--- src/rtl/canRxQueuePkg.sv ---
package canRxQueuePkg;

  localparam int ADDR_W = 5;
  typedef logic [ADDR_W-1:0] regAddrT;

  // Word addresses (the table and mask blocks hold up to 8 entries)
  localparam regAddrT A_CTRL   = 5'd0;
  localparam regAddrT A_STATUS = 5'd1;
  localparam regAddrT A_GMASK  = 5'd2;
  localparam regAddrT A_WIN    = 5'd4;
  localparam regAddrT A_TBL    = 5'd8;
  localparam regAddrT A_MSK    = 5'd16;

  typedef struct packed {
    logic [28:0] id;
    logic        ide;
    logic        rtr;
    logic [3:0]  dlc;
    logic [63:0] data;
  } canFrameT;

  // Strobes from control to datapath
  typedef struct packed {
    logic push;
    logic pop;
  } queueStrobeT;

  function automatic logic [31:0] packFrame(input logic [28:0] id,
                                            input logic ide,
                                            input logic rtr);
    if (ide) return {rtr, 1'b1, id, 1'b0};
    return {rtr, 1'b0, id[10:0], 18'b0, 1'b0};
  endfunction

endpackage

--- src/rtl/canRxQueueMatch.sv ---
module canRxQueueMatch #(
  parameter int NUM_ENTRIES = 8,
  localparam int HIT_W = (NUM_ENTRIES > 1) ? $clog2(NUM_ENTRIES) : 1
) (
  input  logic [31:0]                  frameWord,
  input  logic [NUM_ENTRIES-1:0][31:0] entryWord,
  input  logic [NUM_ENTRIES-1:0][31:0] entryMask,
  input  logic [31:0]                  sharedMask,
  input  logic                         perEntryMode,
  output logic                         hitAny,
  output logic [HIT_W-1:0]             hitIdx
);

  logic [NUM_ENTRIES-1:0] entryHit;

  for (genvar k = 0; k < NUM_ENTRIES; k++) begin : gCmp
    logic [31:0] activeMask;
    assign activeMask  = perEntryMode ? entryMask[k] : sharedMask;
    assign entryHit[k] = ((frameWord ^ entryWord[k]) & activeMask) == 32'd0;
  end

  // Lowest-numbered hit wins: scan downward so the last assignment is the lowest
  always_comb begin
    hitIdx = '0;
    for (int k = NUM_ENTRIES - 1; k >= 0; k--) begin
      if (entryHit[k]) hitIdx = HIT_W'(k);
    end
  end

  assign hitAny = |entryHit;

endmodule

--- src/rtl/canRxQueueCtrl.sv ---
module canRxQueueCtrl
  import canRxQueuePkg::*;
#(
  parameter int DEPTH       = 6,
  parameter int AFULL_LEVEL = 5,
  localparam int SLOT_W = (DEPTH > 1) ? $clog2(DEPTH) : 1,
  localparam int CNT_W  = $clog2(DEPTH + 1)
) (
  input  logic              clk,
  input  logic              rstN,
  input  logic              frameAccepted,
  input  logic              popReq,
  input  logic              ovfClr,
  output queueStrobeT       strb,
  output logic [SLOT_W-1:0] wrSlot,
  output logic [SLOT_W-1:0] rdSlot,
  output logic [CNT_W-1:0]  fillLevel,
  output logic              avail,
  output logic              almostFull,
  output logic              overflow
);

  logic isFull;
  logic popOk;
  logic pushOk;

  assign isFull = fillLevel == CNT_W'(DEPTH);
  assign avail  = fillLevel != '0;
  assign popOk  = popReq && avail;
  // A retire in the same cycle frees a slot for a frame arriving at a full queue
  assign pushOk = frameAccepted && (!isFull || popOk);

  assign strb.push = pushOk;
  assign strb.pop  = popOk;

  assign almostFull = fillLevel >= CNT_W'(AFULL_LEVEL);

  function automatic logic [SLOT_W-1:0] nextSlot(input logic [SLOT_W-1:0] s);
    return (s == SLOT_W'(DEPTH - 1)) ? '0 : s + 1'b1;
  endfunction

  always_ff @(posedge clk) begin
    if (!rstN) begin
      wrSlot    <= '0;
      rdSlot    <= '0;
      fillLevel <= '0;
      overflow  <= 1'b0;
    end else begin
      if (pushOk) wrSlot <= nextSlot(wrSlot);
      if (popOk)  rdSlot <= nextSlot(rdSlot);
      case ({pushOk, popOk})
        2'b10:   fillLevel <= fillLevel + 1'b1;
        2'b01:   fillLevel <= fillLevel - 1'b1;
        default: fillLevel <= fillLevel;
      endcase
      if (frameAccepted && !pushOk) overflow <= 1'b1;
      else if (ovfClr)              overflow <= 1'b0;
    end
  end

endmodule

--- src/rtl/canRxQueueData.sv ---
module canRxQueueData
  import canRxQueuePkg::*;
#(
  parameter int DEPTH       = 6,
  parameter int NUM_ENTRIES = 8,
  localparam int SLOT_W = (DEPTH > 1) ? $clog2(DEPTH) : 1,
  localparam int HIT_W  = (NUM_ENTRIES > 1) ? $clog2(NUM_ENTRIES) : 1
) (
  input  logic              clk,
  input  logic              rstN,
  input  logic              frmValid,
  input  canFrameT          frmIn,
  input  logic              busWr,
  input  regAddrT           busAddr,
  input  logic [31:0]       busWrData,
  output logic [31:0]       busRdData,
  input  queueStrobeT       strb,
  input  logic [SLOT_W-1:0] wrSlot,
  input  logic [SLOT_W-1:0] rdSlot,
  input  logic              avail,
  input  logic              almostFull,
  input  logic              overflow,
  output logic              frameAccepted,
  output logic              popReq,
  output logic              ovfClr
);

  logic                         perEntryMode;
  logic [31:0]                  sharedMask;
  logic [NUM_ENTRIES-1:0][31:0] entryWord;
  logic [NUM_ENTRIES-1:0][31:0] entryMask;
  logic                         hitAny;
  logic [HIT_W-1:0]             hitIdx;

  canFrameT         slotFrm [DEPTH];
  logic [HIT_W-1:0] slotHit [DEPTH];

  logic statusWr;

  canRxQueueMatch #(.NUM_ENTRIES(NUM_ENTRIES)) uMatch (
    .frameWord   (packFrame(frmIn.id, frmIn.ide, frmIn.rtr)),
    .entryWord   (entryWord),
    .entryMask   (entryMask),
    .sharedMask  (sharedMask),
    .perEntryMode(perEntryMode),
    .hitAny      (hitAny),
    .hitIdx      (hitIdx)
  );

  assign frameAccepted = frmValid && hitAny;
  assign statusWr      = busWr && (busAddr == A_STATUS);
  assign popReq        = statusWr && busWrData[0];
  assign ovfClr        = statusWr && busWrData[2];

  // Configuration registers
  always_ff @(posedge clk) begin
    if (!rstN) begin
      perEntryMode <= 1'b0;
      sharedMask   <= '1;
      entryWord    <= '0;
      entryMask    <= '1;
    end else if (busWr) begin
      if (busAddr == A_CTRL)  perEntryMode <= busWrData[0];
      if (busAddr == A_GMASK) sharedMask   <= busWrData;
      for (int k = 0; k < NUM_ENTRIES; k++) begin
        if (busAddr == regAddrT'(A_TBL + k)) entryWord[k] <= busWrData;
        if (busAddr == regAddrT'(A_MSK + k)) entryMask[k] <= busWrData;
      end
    end
  end

  // Frame storage, written at the slot the control picks
  always_ff @(posedge clk) begin
    if (strb.push) begin
      slotFrm[wrSlot] <= frmIn;
      slotHit[wrSlot] <= hitIdx;
    end
  end

  canFrameT         headFrm;
  logic [HIT_W-1:0] headHit;
  assign headFrm = slotFrm[rdSlot];
  assign headHit = slotHit[rdSlot];

  // Read path
  always_comb begin
    busRdData = '0;
    if (busAddr == A_CTRL) begin
      busRdData = {31'b0, perEntryMode};
    end else if (busAddr == A_STATUS) begin
      busRdData = {29'b0, overflow, almostFull, avail};
    end else if (busAddr == A_GMASK) begin
      busRdData = sharedMask;
    end else if ((busAddr >= A_WIN) && (busAddr < regAddrT'(A_WIN + 4))) begin
      if (avail) begin
        case (busAddr[1:0])
          2'd0:    busRdData = {21'b0, 3'(headHit), 2'b0, headFrm.ide,
                                headFrm.rtr, headFrm.dlc};
          2'd1:    busRdData = {3'b0, headFrm.id};
          2'd2:    busRdData = headFrm.data[31:0];
          default: busRdData = headFrm.data[63:32];
        endcase
      end
    end else begin
      for (int k = 0; k < NUM_ENTRIES; k++) begin
        if (busAddr == regAddrT'(A_TBL + k)) busRdData = entryWord[k];
        if (busAddr == regAddrT'(A_MSK + k)) busRdData = entryMask[k];
      end
    end
  end

endmodule

--- src/rtl/canRxQueue.sv ---
module canRxQueue
  import canRxQueuePkg::*;
#(
  parameter int DEPTH       = 6,
  parameter int NUM_ENTRIES = 8,
  parameter int AFULL_LEVEL = 5,
  localparam int SLOT_W = (DEPTH > 1) ? $clog2(DEPTH) : 1,
  localparam int CNT_W  = $clog2(DEPTH + 1)
) (
  input  logic        clk,
  input  logic        rstN,
  input  logic        frmValid,
  input  logic [28:0] frmId,
  input  logic        frmIde,
  input  logic        frmRtr,
  input  logic [3:0]  frmDlc,
  input  logic [63:0] frmData,
  input  logic        busWr,
  input  logic [4:0]  busAddr,
  input  logic [31:0] busWrData,
  output logic [31:0] busRdData,
  output logic        statusAvail,
  output logic        statusAlmostFull,
  output logic        statusOverflow
);

  queueStrobeT       strb;
  logic [SLOT_W-1:0] wrSlot;
  logic [SLOT_W-1:0] rdSlot;
  logic [CNT_W-1:0]  fillLevel;
  logic              frameAccepted;
  logic              popReq;
  logic              ovfClr;
  canFrameT          frmIn;

  assign frmIn = '{id: frmId, ide: frmIde, rtr: frmRtr, dlc: frmDlc, data: frmData};

  canRxQueueCtrl #(.DEPTH(DEPTH), .AFULL_LEVEL(AFULL_LEVEL)) uCtrl (
    .clk          (clk),
    .rstN         (rstN),
    .frameAccepted(frameAccepted),
    .popReq       (popReq),
    .ovfClr       (ovfClr),
    .strb         (strb),
    .wrSlot       (wrSlot),
    .rdSlot       (rdSlot),
    .fillLevel    (fillLevel),
    .avail        (statusAvail),
    .almostFull   (statusAlmostFull),
    .overflow     (statusOverflow)
  );

  canRxQueueData #(.DEPTH(DEPTH), .NUM_ENTRIES(NUM_ENTRIES)) uData (
    .clk          (clk),
    .rstN         (rstN),
    .frmValid     (frmValid),
    .frmIn        (frmIn),
    .busWr        (busWr),
    .busAddr      (busAddr),
    .busWrData    (busWrData),
    .busRdData    (busRdData),
    .strb         (strb),
    .wrSlot       (wrSlot),
    .rdSlot       (rdSlot),
    .avail        (statusAvail),
    .almostFull   (statusAlmostFull),
    .overflow     (statusOverflow),
    .frameAccepted(frameAccepted),
    .popReq       (popReq),
    .ovfClr       (ovfClr)
  );

endmodule

--- config.mk ---
export PLATFORM = sky130hd
export DESIGN_NAME = canRxQueue
export DESIGN_NICKNAME = d
export VERILOG_FILES = /design/src/rtl/canRxQueuePkg.sv /design/src/rtl/canRxQueueMatch.sv /design/src/rtl/canRxQueueCtrl.sv /design/src/rtl/canRxQueueData.sv /design/src/rtl/canRxQueue.sv
export SDC_FILE = /design/constraint.sdc
export NUM_CORES = 2
export LEC_CHECK = 0
export BUFFER_PORTS_ARGS = -buffer_cell sky130_fd_sc_hd__buf_2
export CAP_MARGIN = 20
export CELL_PAD_IN_SITES_DETAIL_PLACEMENT = 1
export CELL_PAD_IN_SITES_GLOBAL_PLACEMENT = 1
export CORE_MARGIN = 2
export CORE_UTILIZATION = 23
export CTS_BUF_LIST = sky130_fd_sc_hd__clkbuf_8
export DETAILED_ROUTE_END_ITERATION = 10
export GPL_ROUTABILITY_DRIVEN = 1
export PLACE_DENSITY_LB_ADDON = 0.1
export SLEW_MARGIN = 20
export SYNTH_ARGS = -nofsm -noshare
export SYNTH_HDL_FRONTEND = slang
export SYNTH_SLANG_ARGS = --single-unit
--- constraint.sdc ---
create_clock -name clk -period 15.8 [get_ports clk]
set_clock_uncertainty 0.2 [all_clocks]
set_input_delay 0.79 -clock clk [delete_from_list [all_inputs] [get_ports clk]]
set_output_delay 0.79 -clock clk [all_outputs]
set_load 0.02 [all_outputs]
Word-level counts from Yosys, hierarchy flattened
Memories as Yosys holds them, arrays and structs flattened. A register that Yosys moved wholly into a read port is not among the register bits.
Cells that the tools add are included.
{ "op_classes": {"add_sub_neg": 4, "n_reduce_logical": 43, "muxes": 52, "order_cmp": 3, "bitwise_logic": 16, "eq_ne": 25} }
{ "op_table": {"columns": ["cell", "n"], "rows": [
  ["32-bit two-way mux", 31],
  ["32-bit bitwise AND", 8],
  ["32-bit zero test", 8],
  ["32-bit XOR", 8],
  ["32-bit case mux with 3 select lines", 1],
  ["3-bit two-way mux", 14],
  ["5-bit by 4-bit == test with 1-bit output (second input constant)", 8],
  ["5-bit == test (second input constant)", 8],
  ["2-bit AND reduction", 18],
  ["3-bit by 1-bit adder with 3-bit output (second input constant)", 3],
  ["3-bit == test (second input constant)", 3],
  ["1-bit logical AND", 8],
  ["8-bit OR reduction", 1],
  ["3-bit case mux with 2 select lines", 1],
  ["5-bit by 1-bit == test with 1-bit output (second input constant)", 1],
  ["5-bit by 2-bit == test with 1-bit output (second input constant)", 1],
  ["5-bit by 3-bit >= comparator with 1-bit output (second input constant)", 1],
  ["5-bit zero test", 1],
  ["5-bit by 4-bit < comparator with 1-bit output (second input constant)", 1],
  ["1-bit two-way mux", 5],
  ["2-bit by 1-bit == test with 1-bit output (second input constant)", 2],
  ["2-bit == test (second input constant)", 2],
  ["2-bit nonzero test", 2],
  ["3-bit >= comparator (second input constant)", 1],
  ["5 further kinds", 6]
]} }
{ "totals": {"regBits": 555, "memories": 2, "elab_cells": 167, "ram_bits": 612} }
{ "mem_list": {"columns": ["name", "depth", "width", "rd", "rd_clocked_by_memory_dff", "write_ports", "line_no", "rtl"], "rows": [
  ["uData.slotFrm", 6, 99, 1, 1, 1, "canRxQueueData.sv:35", "canFrameT slotFrm [DEPTH];"],
  ["uData.slotHit", 6, 3, 1, 1, 1, "canRxQueueData.sv:36", "logic [HIT_W-1:0] slotHit [DEPTH];"]
]} }

Logic depth before layout (Yosys ltp)
{ "logic_depth": {"depth_word": 21, "depth_mapped": 18} }

By module
Synthesis repeated with hierarchy kept, for this count alone.
{ "hier_totals": {"hier_cells": 5373, "area_unflattened_um2": 56020.0} }
{ "modules_own_cells": {"columns": ["mod", "cells_each", "area_each_um2", "instances"], "rows": [
  ["canRxQueueData", 4557, 49149.6, 1],
  ["canRxQueueMatch", 755, 6317.3, 1],
  ["canRxQueueCtrl", 61, 553.0, 1]
]} }

Worst setup path before layout
Ideal clock, no wire load.
{ "synth_path": {"kind": "input to register", "start": "input frmIde", "end": "register uCtrl.wrSlot[1]", "setup_time_ns": 0.102, "arrival_time_ns": 13.332, "stages": 15, "path_slack_ns": 2.166, "cell_sequence": "buf_12 > buf_12 > buf_8 > buf_6 > buf_6 > xor2_1 > a222oi_1 > o211ai_1 > nor4_1 > nand4_1 > and4b_4 > a211o_1 > buf_6 > nor4_1 > o21a_1"} }
{ "synth_via": {"elab_chain_cells": 8, "word_cells_on_any_way": 29, "cone_classes": "mux (2); bitwise (16); reduce/logical (11)"} }
{ "synth_lines": {"columns": ["element", "line_no", "rtl"], "rows": [
  ["start: declaration", "canRxQueue.sv:14", "input logic frmIde,"],
  ["1-bit two-way mux (*)", "canRxQueuePkg.sv:31", "if (ide) return {rtr, 1'b1, id, 1'b0};"],
  ["32-bit two-way mux (*)", "canRxQueuePkg.sv:32", "return {rtr, 1'b0, id[10:0], 18'b0, 1'b0};"],
  ["32-bit XOR", "canRxQueueMatch.sv:19", "assign entryHit[k] = ((frameWord ^ entryWord[k]) & activeMask) == 32'd0;"],
  ["32-bit bitwise AND", "canRxQueueMatch.sv:19", null],
  ["32-bit zero test", "canRxQueueMatch.sv:19", null],
  ["8-bit OR reduction (*)", "canRxQueueMatch.sv:30", "assign hitAny = |entryHit;"],
  ["1-bit logical AND (*)", "canRxQueueData.sv:50", "assign frameAccepted = frmValid && hitAny;"],
  ["1-bit logical AND (*)", "canRxQueueCtrl.sv:31", "assign pushOk = frameAccepted && (!isFull || popOk);"],
  ["end signal: assignment", "canRxQueueCtrl.sv:49", "if (pushOk) wrSlot <= nextSlot(wrSlot);"],
  ["end: declaration", "canRxQueueCtrl.sv:15", "output logic [SLOT_W-1:0] wrSlot,"]
]} }
Every way passes the cells marked *; elsewhere a longest branch is shown, timed or not.
A chain may end at the register's enable or synchronous reset.

Worst setup path in the final report
{ "layout_path": {"start": "register uData.perEntryMode", "end": "memory uData.slotFrm[5][27] (netlist bit), enable pin"} }
{ "layout_via": {"elab_chain_cells": 8, "word_cells_on_any_way": 29, "cone_classes": "mux (10); bitwise (8); reduce/logical (11)"} }
{ "layout_lines": {"columns": ["element", "line_no", "rtl"], "rows": [
  ["start: declaration", "canRxQueueData.sv:28", "logic perEntryMode;"],
  ["start signal: assignment", "canRxQueueData.sv:63", "if (busAddr == A_CTRL) perEntryMode <= busWrData[0];"],
  ["32-bit two-way mux", "canRxQueueMatch.sv:18", "assign activeMask = perEntryMode ? entryMask[k] : sharedMask;"],
  ["32-bit bitwise AND", "canRxQueueMatch.sv:19", null],
  ["32-bit zero test", "canRxQueueMatch.sv:19", null],
  ["8-bit OR reduction (*)", "canRxQueueMatch.sv:30", null],
  ["1-bit logical AND (*)", "canRxQueueData.sv:50", null],
  ["1-bit logical AND (*)", "canRxQueueCtrl.sv:31", null],
  ["1-bit two-way mux (*)", "canRxQueueData.sv:74", "if (strb.push) begin"],
  ["1-bit two-way mux (not written as such) (*)", "canRxQueueData.sv:75", "slotFrm[wrSlot] <= frmIn;"],
  ["end: declaration", "canRxQueueData.sv:35", null]
]} }
Marked as above.

==> run summary <==
Required arrival time at the worst endpoint: 16.22 ns
Combinational family with the most area after synthesis: simple AND/OR/NAND/NOR gates
Post-detailed-route wirelength per cell: 32.79 um
Final weighted congestion in routability-driven placement: 0.8983
Transition time at the pin with the least slew margin: 1.184 ns
Maximum fanout count along the critical path: 56
Via count of the first global-routing pass: 44910
Endpoints failing hold: 0
Multiplexer area fraction after synthesis: 0.08514
Sort of element at the start of the critical path: register
Iteration-0 DRC Markers: 3988
Port-buffer cells: 174
Classification of the worst setup path: reg2reg
Area of the die: 238100 sq um
Worst min-delay path startpoint: busWrData[23]
Mean area per synthesized cell: 10.19 sq um
Most frequent cells in the layout: 1330 x sky130_fd_sc_hd__nand2_1, 612 x sky130_fd_sc_hd__edfxtp_1, 554 x sky130_fd_sc_hd__dfxtp_1
Remaining design rule violation count: 0
Total count of max-transition violations in the final report: 0
Fraction of layout instances using a drive strength above 1: 0.1370
Layout Area Growth over Synthesis: 17.39%
Core region area: 232800 sq um
Static Leak: 22.05 nW
Destination of the worst register-to-register timing path: uData.slotFrm[5][27]
Cell depth of the worst hold path: 3
Slowest cell on the critical path: sky130_fd_sc_hd__buf_4
Post-synthesis simple-gate area fraction: 0.1625
Upper clock frequency limit: 131.4 MHz
Clock tree from TritonCTS: done
Reg2reg setup slack: 8.19 ns
Count of H-tree levels built during CTS: 4
Cell variety after synth: 69
Post-synth EDFFs: 612
CP top delay family: buffers and inverters
Async set-reset flop share out of synthesis: 0
DP Area: 57780 sq um
Arithmetic-cell share of the synthesized area counting full adders, half adders and majority gates: 0.0003717
Total of fill cells in the finished design: 26230
Initial antenna violation count: 38
Buf+Inv Stages, Crit Path: 4
Endpoint class of the critical path: register
Seq cells post-synth: 1170
Top area cells in the synthesized netlist: sky130_fd_sc_hd__edfxtp_1 34%, sky130_fd_sc_hd__dfxtp_1 21%, sky130_fd_sc_hd__nand2_1 9.4%, sky130_fd_sc_hd__mux4_2 4.0%, sky130_fd_sc_hd__a21boi_0 3.8%
Worst EP arrival: 8.03 ns
Hold Path End: uData.entryMask[183]
Cell accounting for the most synthesized area: sky130_fd_sc_hd__edfxtp_1
Worst relative slew slack: 0.2046
Final min period: 7.611 ns
Sum of negative setup slack: 0 ns
Number of clock buffers inserted by TritonCTS: 226
Worst-path cell chain: buf_4, buf_4, buf_4, nor2b_1, o211ai_1, o2111ai_1, nor4_1, nand4_1, and4b_4, a211o_1, nor2_1, and3_4, buf_4
Worst setup margin: 8.189 ns
Share of the synthesized area in compound gates (AO/OA/AOI/OAI): 0.1323
Fraction of post-synthesis cell area in the top cell type by area: 0.3412
Cell row count: 177
Layout net count: 5556
Worst path max stage delay: 0.77 ns
Count of TritonRoute iterations in the first routing pass: 10
Remaining global-route overflow: 0
Avg Vias per Cell: 5.085
Yosys warning count: 0
Cell chosen for the clock root: sky130_fd_sc_hd__clkbuf_8
Detailed-route via count: 44460
Power density normalized to cell area: 105.6 nW/um^2
Cell area after technology mapping: 53860 sq um
Worst R2R Path Depth: 13
Initial core utilization: 0.2314
Number of top-level pins: 175
Worst supply voltage drop on vdd: 0.00009841 V
Routed Wire Length: 286.7 mm
Final Total Pwr: 6.676 mW
Global-route wire length before repair: 390.4 mm
CTS sink count: 1170
Chip Width: 487.9 um
Detail Route Antenna Nets: 0
Pre-CTS WS: 8.193 ns
Crit Reg-Reg Startpoint: uData.perEntryMode
Flip-flop cell with the highest count after synthesis: sky130_fd_sc_hd__edfxtp_1
Half-perimeter wire length after placement: 186.1 mm
Final Cell Area: 63220 sq um
Global-route usage over all layers: 0.2364
Total nets after synthesis: 5425
Sequential fraction of the synthesis area: 0.5486
Clock Latency Late Sink: 1.02 ns
Crit path top cell by count: sky130_fd_sc_hd__buf_4
Outcome: finished, final reports clean
Class of the worst hold path: in2reg
Clock-pin slew of the registers on the worst-case setup and hold paths: 0.06 ns
XOR/XNOR share of the synthesized area: 0.03366
Final worst path period share: 0.4817
Setup repair after global routing missed its margin: false
Maximum buffer depth of the clock tree: 3
Die outline height: 487.9 um
Most common cell after layout, fill and taps aside: sky130_fd_sc_hd__nand2_1
Count of cells resized by post-cts repair: 0
Max Cap Violations: 0
Final setup fails: 0
Largest net degree at the start of global routing: 116
Number of cells produced by synthesis: 5284
[worst reg2reg max path: cells and delay by family, from the launching register on]
family	cells	cell delay (ns)
flip-flops	1	0.60
buffers and inverters	4	2.99
AND/OR/NAND/NOR	6	2.33
AO/OA/AOI/OAI	3	0.94
[synth_stat cells (26+ instances only)]
cell type,count
sky130_fd_sc_hd__xnor2_1,49
sky130_fd_sc_hd__xor2_1,158
sky130_fd_sc_hd__a211oi_1,26
sky130_fd_sc_hd__buf_1,38
sky130_fd_sc_hd__nand3_1,323
sky130_fd_sc_hd__mux2i_1,181
sky130_fd_sc_hd__a22oi_1,108
sky130_fd_sc_hd__or3_1,36
sky130_fd_sc_hd__mux2_2,31
sky130_fd_sc_hd__nor2_1,124
sky130_fd_sc_hd__a21oi_1,296
sky130_fd_sc_hd__edfxtp_1,612
sky130_fd_sc_hd__o22ai_1,74
sky130_fd_sc_hd__clkbuf_1,379
sky130_fd_sc_hd__a222oi_1,34
sky130_fd_sc_hd__and3_1,51
sky130_fd_sc_hd__mux4_2,96
sky130_fd_sc_hd__buf_2,34
sky130_fd_sc_hd__dfxtp_1,558
sky130_fd_sc_hd__nand2_1,1347
sky130_fd_sc_hd__o21ai_0,72
sky130_fd_sc_hd__o211ai_1,52
sky130_fd_sc_hd__a21boi_0,276
[kinds of logic (layout without fill, tap and decap cells)]
family / after synthesis / count (layout)
adder cells (fa/ha/maj): 1 / 1
flip-flops: 1170 / 1170
XOR/XNOR: 207 / 207
other: 0 / 18
AO/OA/AOI/OAI: 1059 / 1059
multiplexers: 320 / 320
AND/OR/NAND/NOR: 2046 / 2046
buffers and inverters: 481 / 790
[how the worst max path moves through the flow]
stage	cells past startpoint	start	end
2_1_floorplan	15	frmIde	uCtrl.wrSlot[1]
3_3_place_gp	14	uData.perEntryMode	uData.slotFrm[4][82]
3_5_place_dp	13	uData.perEntryMode	uData.slotFrm[4][82]
4_1_cts	9	register	busRdData[6]
5_1_grt	13	uData.perEntryMode	uData.slotHit[4][2]
6_report	13	uData.perEntryMode	uData.slotFrm[5][27]
[registers in the layout, indices dropped and copies added, names as in the netlist, named ones only]
name	cells
uCtrl.fillLevel	3
uCtrl.overflow	1
uCtrl.rdSlot	3
uCtrl.wrSlot	3
uData.entryMask	256
uData.entryWord	256
uData.perEntryMode	1
uData.sharedMask	32
uData.slotFrm	594
uData.slotHit	18
[per-layer routing]
layer  part of all wire  up-vias  track usage
met5            0.00061        -            0
met4              0.042       28      0.09380
met3              0.055      481      0.04141
met2               0.45     1550       0.3684
met1               0.45    23160       0.3235
li1                   -    19240            -
[area by class of cell]
cell class | count | area (sq um) | area share
multi-input cells | 3633 | 22620 | 0.3578
clock inverters | 151 | 785.8 | 0.01243
inverters | 11 | 41.29 | 0.0006531
flip-flops and latches | 1170 | 29560 | 0.4676
repair buffers | 373 | 2736 | 0.04328
clock buffers | 255 | 3510 | 0.05551
diodes | 18 | 45.04 | 0.0007124
well taps | 3132 | 3919 | 0.06198
[through the flow]
step,instances,utilization,hold WS [ns]
2_1_floorplan,5284,-,0.2435
3_3_place_gp,8209,0.2482,0.2548
3_5_place_dp,8209,0.2482,0.2688
4_1_cts,8725,0.2714,0.003999
5_1_grt,8737,0.2716,0.03192
6_report,8743,0.2716,0.1144
[power breakdown]
group | switching [mW] | internal, mW | total, mW
registers | 0.0219 | 3.21 | 3.23
logic | 0.363 | 0.133 | 0.496
clock network | 1.44 | 1.51 | 2.95
total | 1.83 | 4.85 | 6.68
[what timing repair did]
action / CTS / global route
setup buffers: 0 / 0
hold endpoints to repair: 764 / 0
hold buffers: 110 / 0
Power figures use the tool's default switching activity.
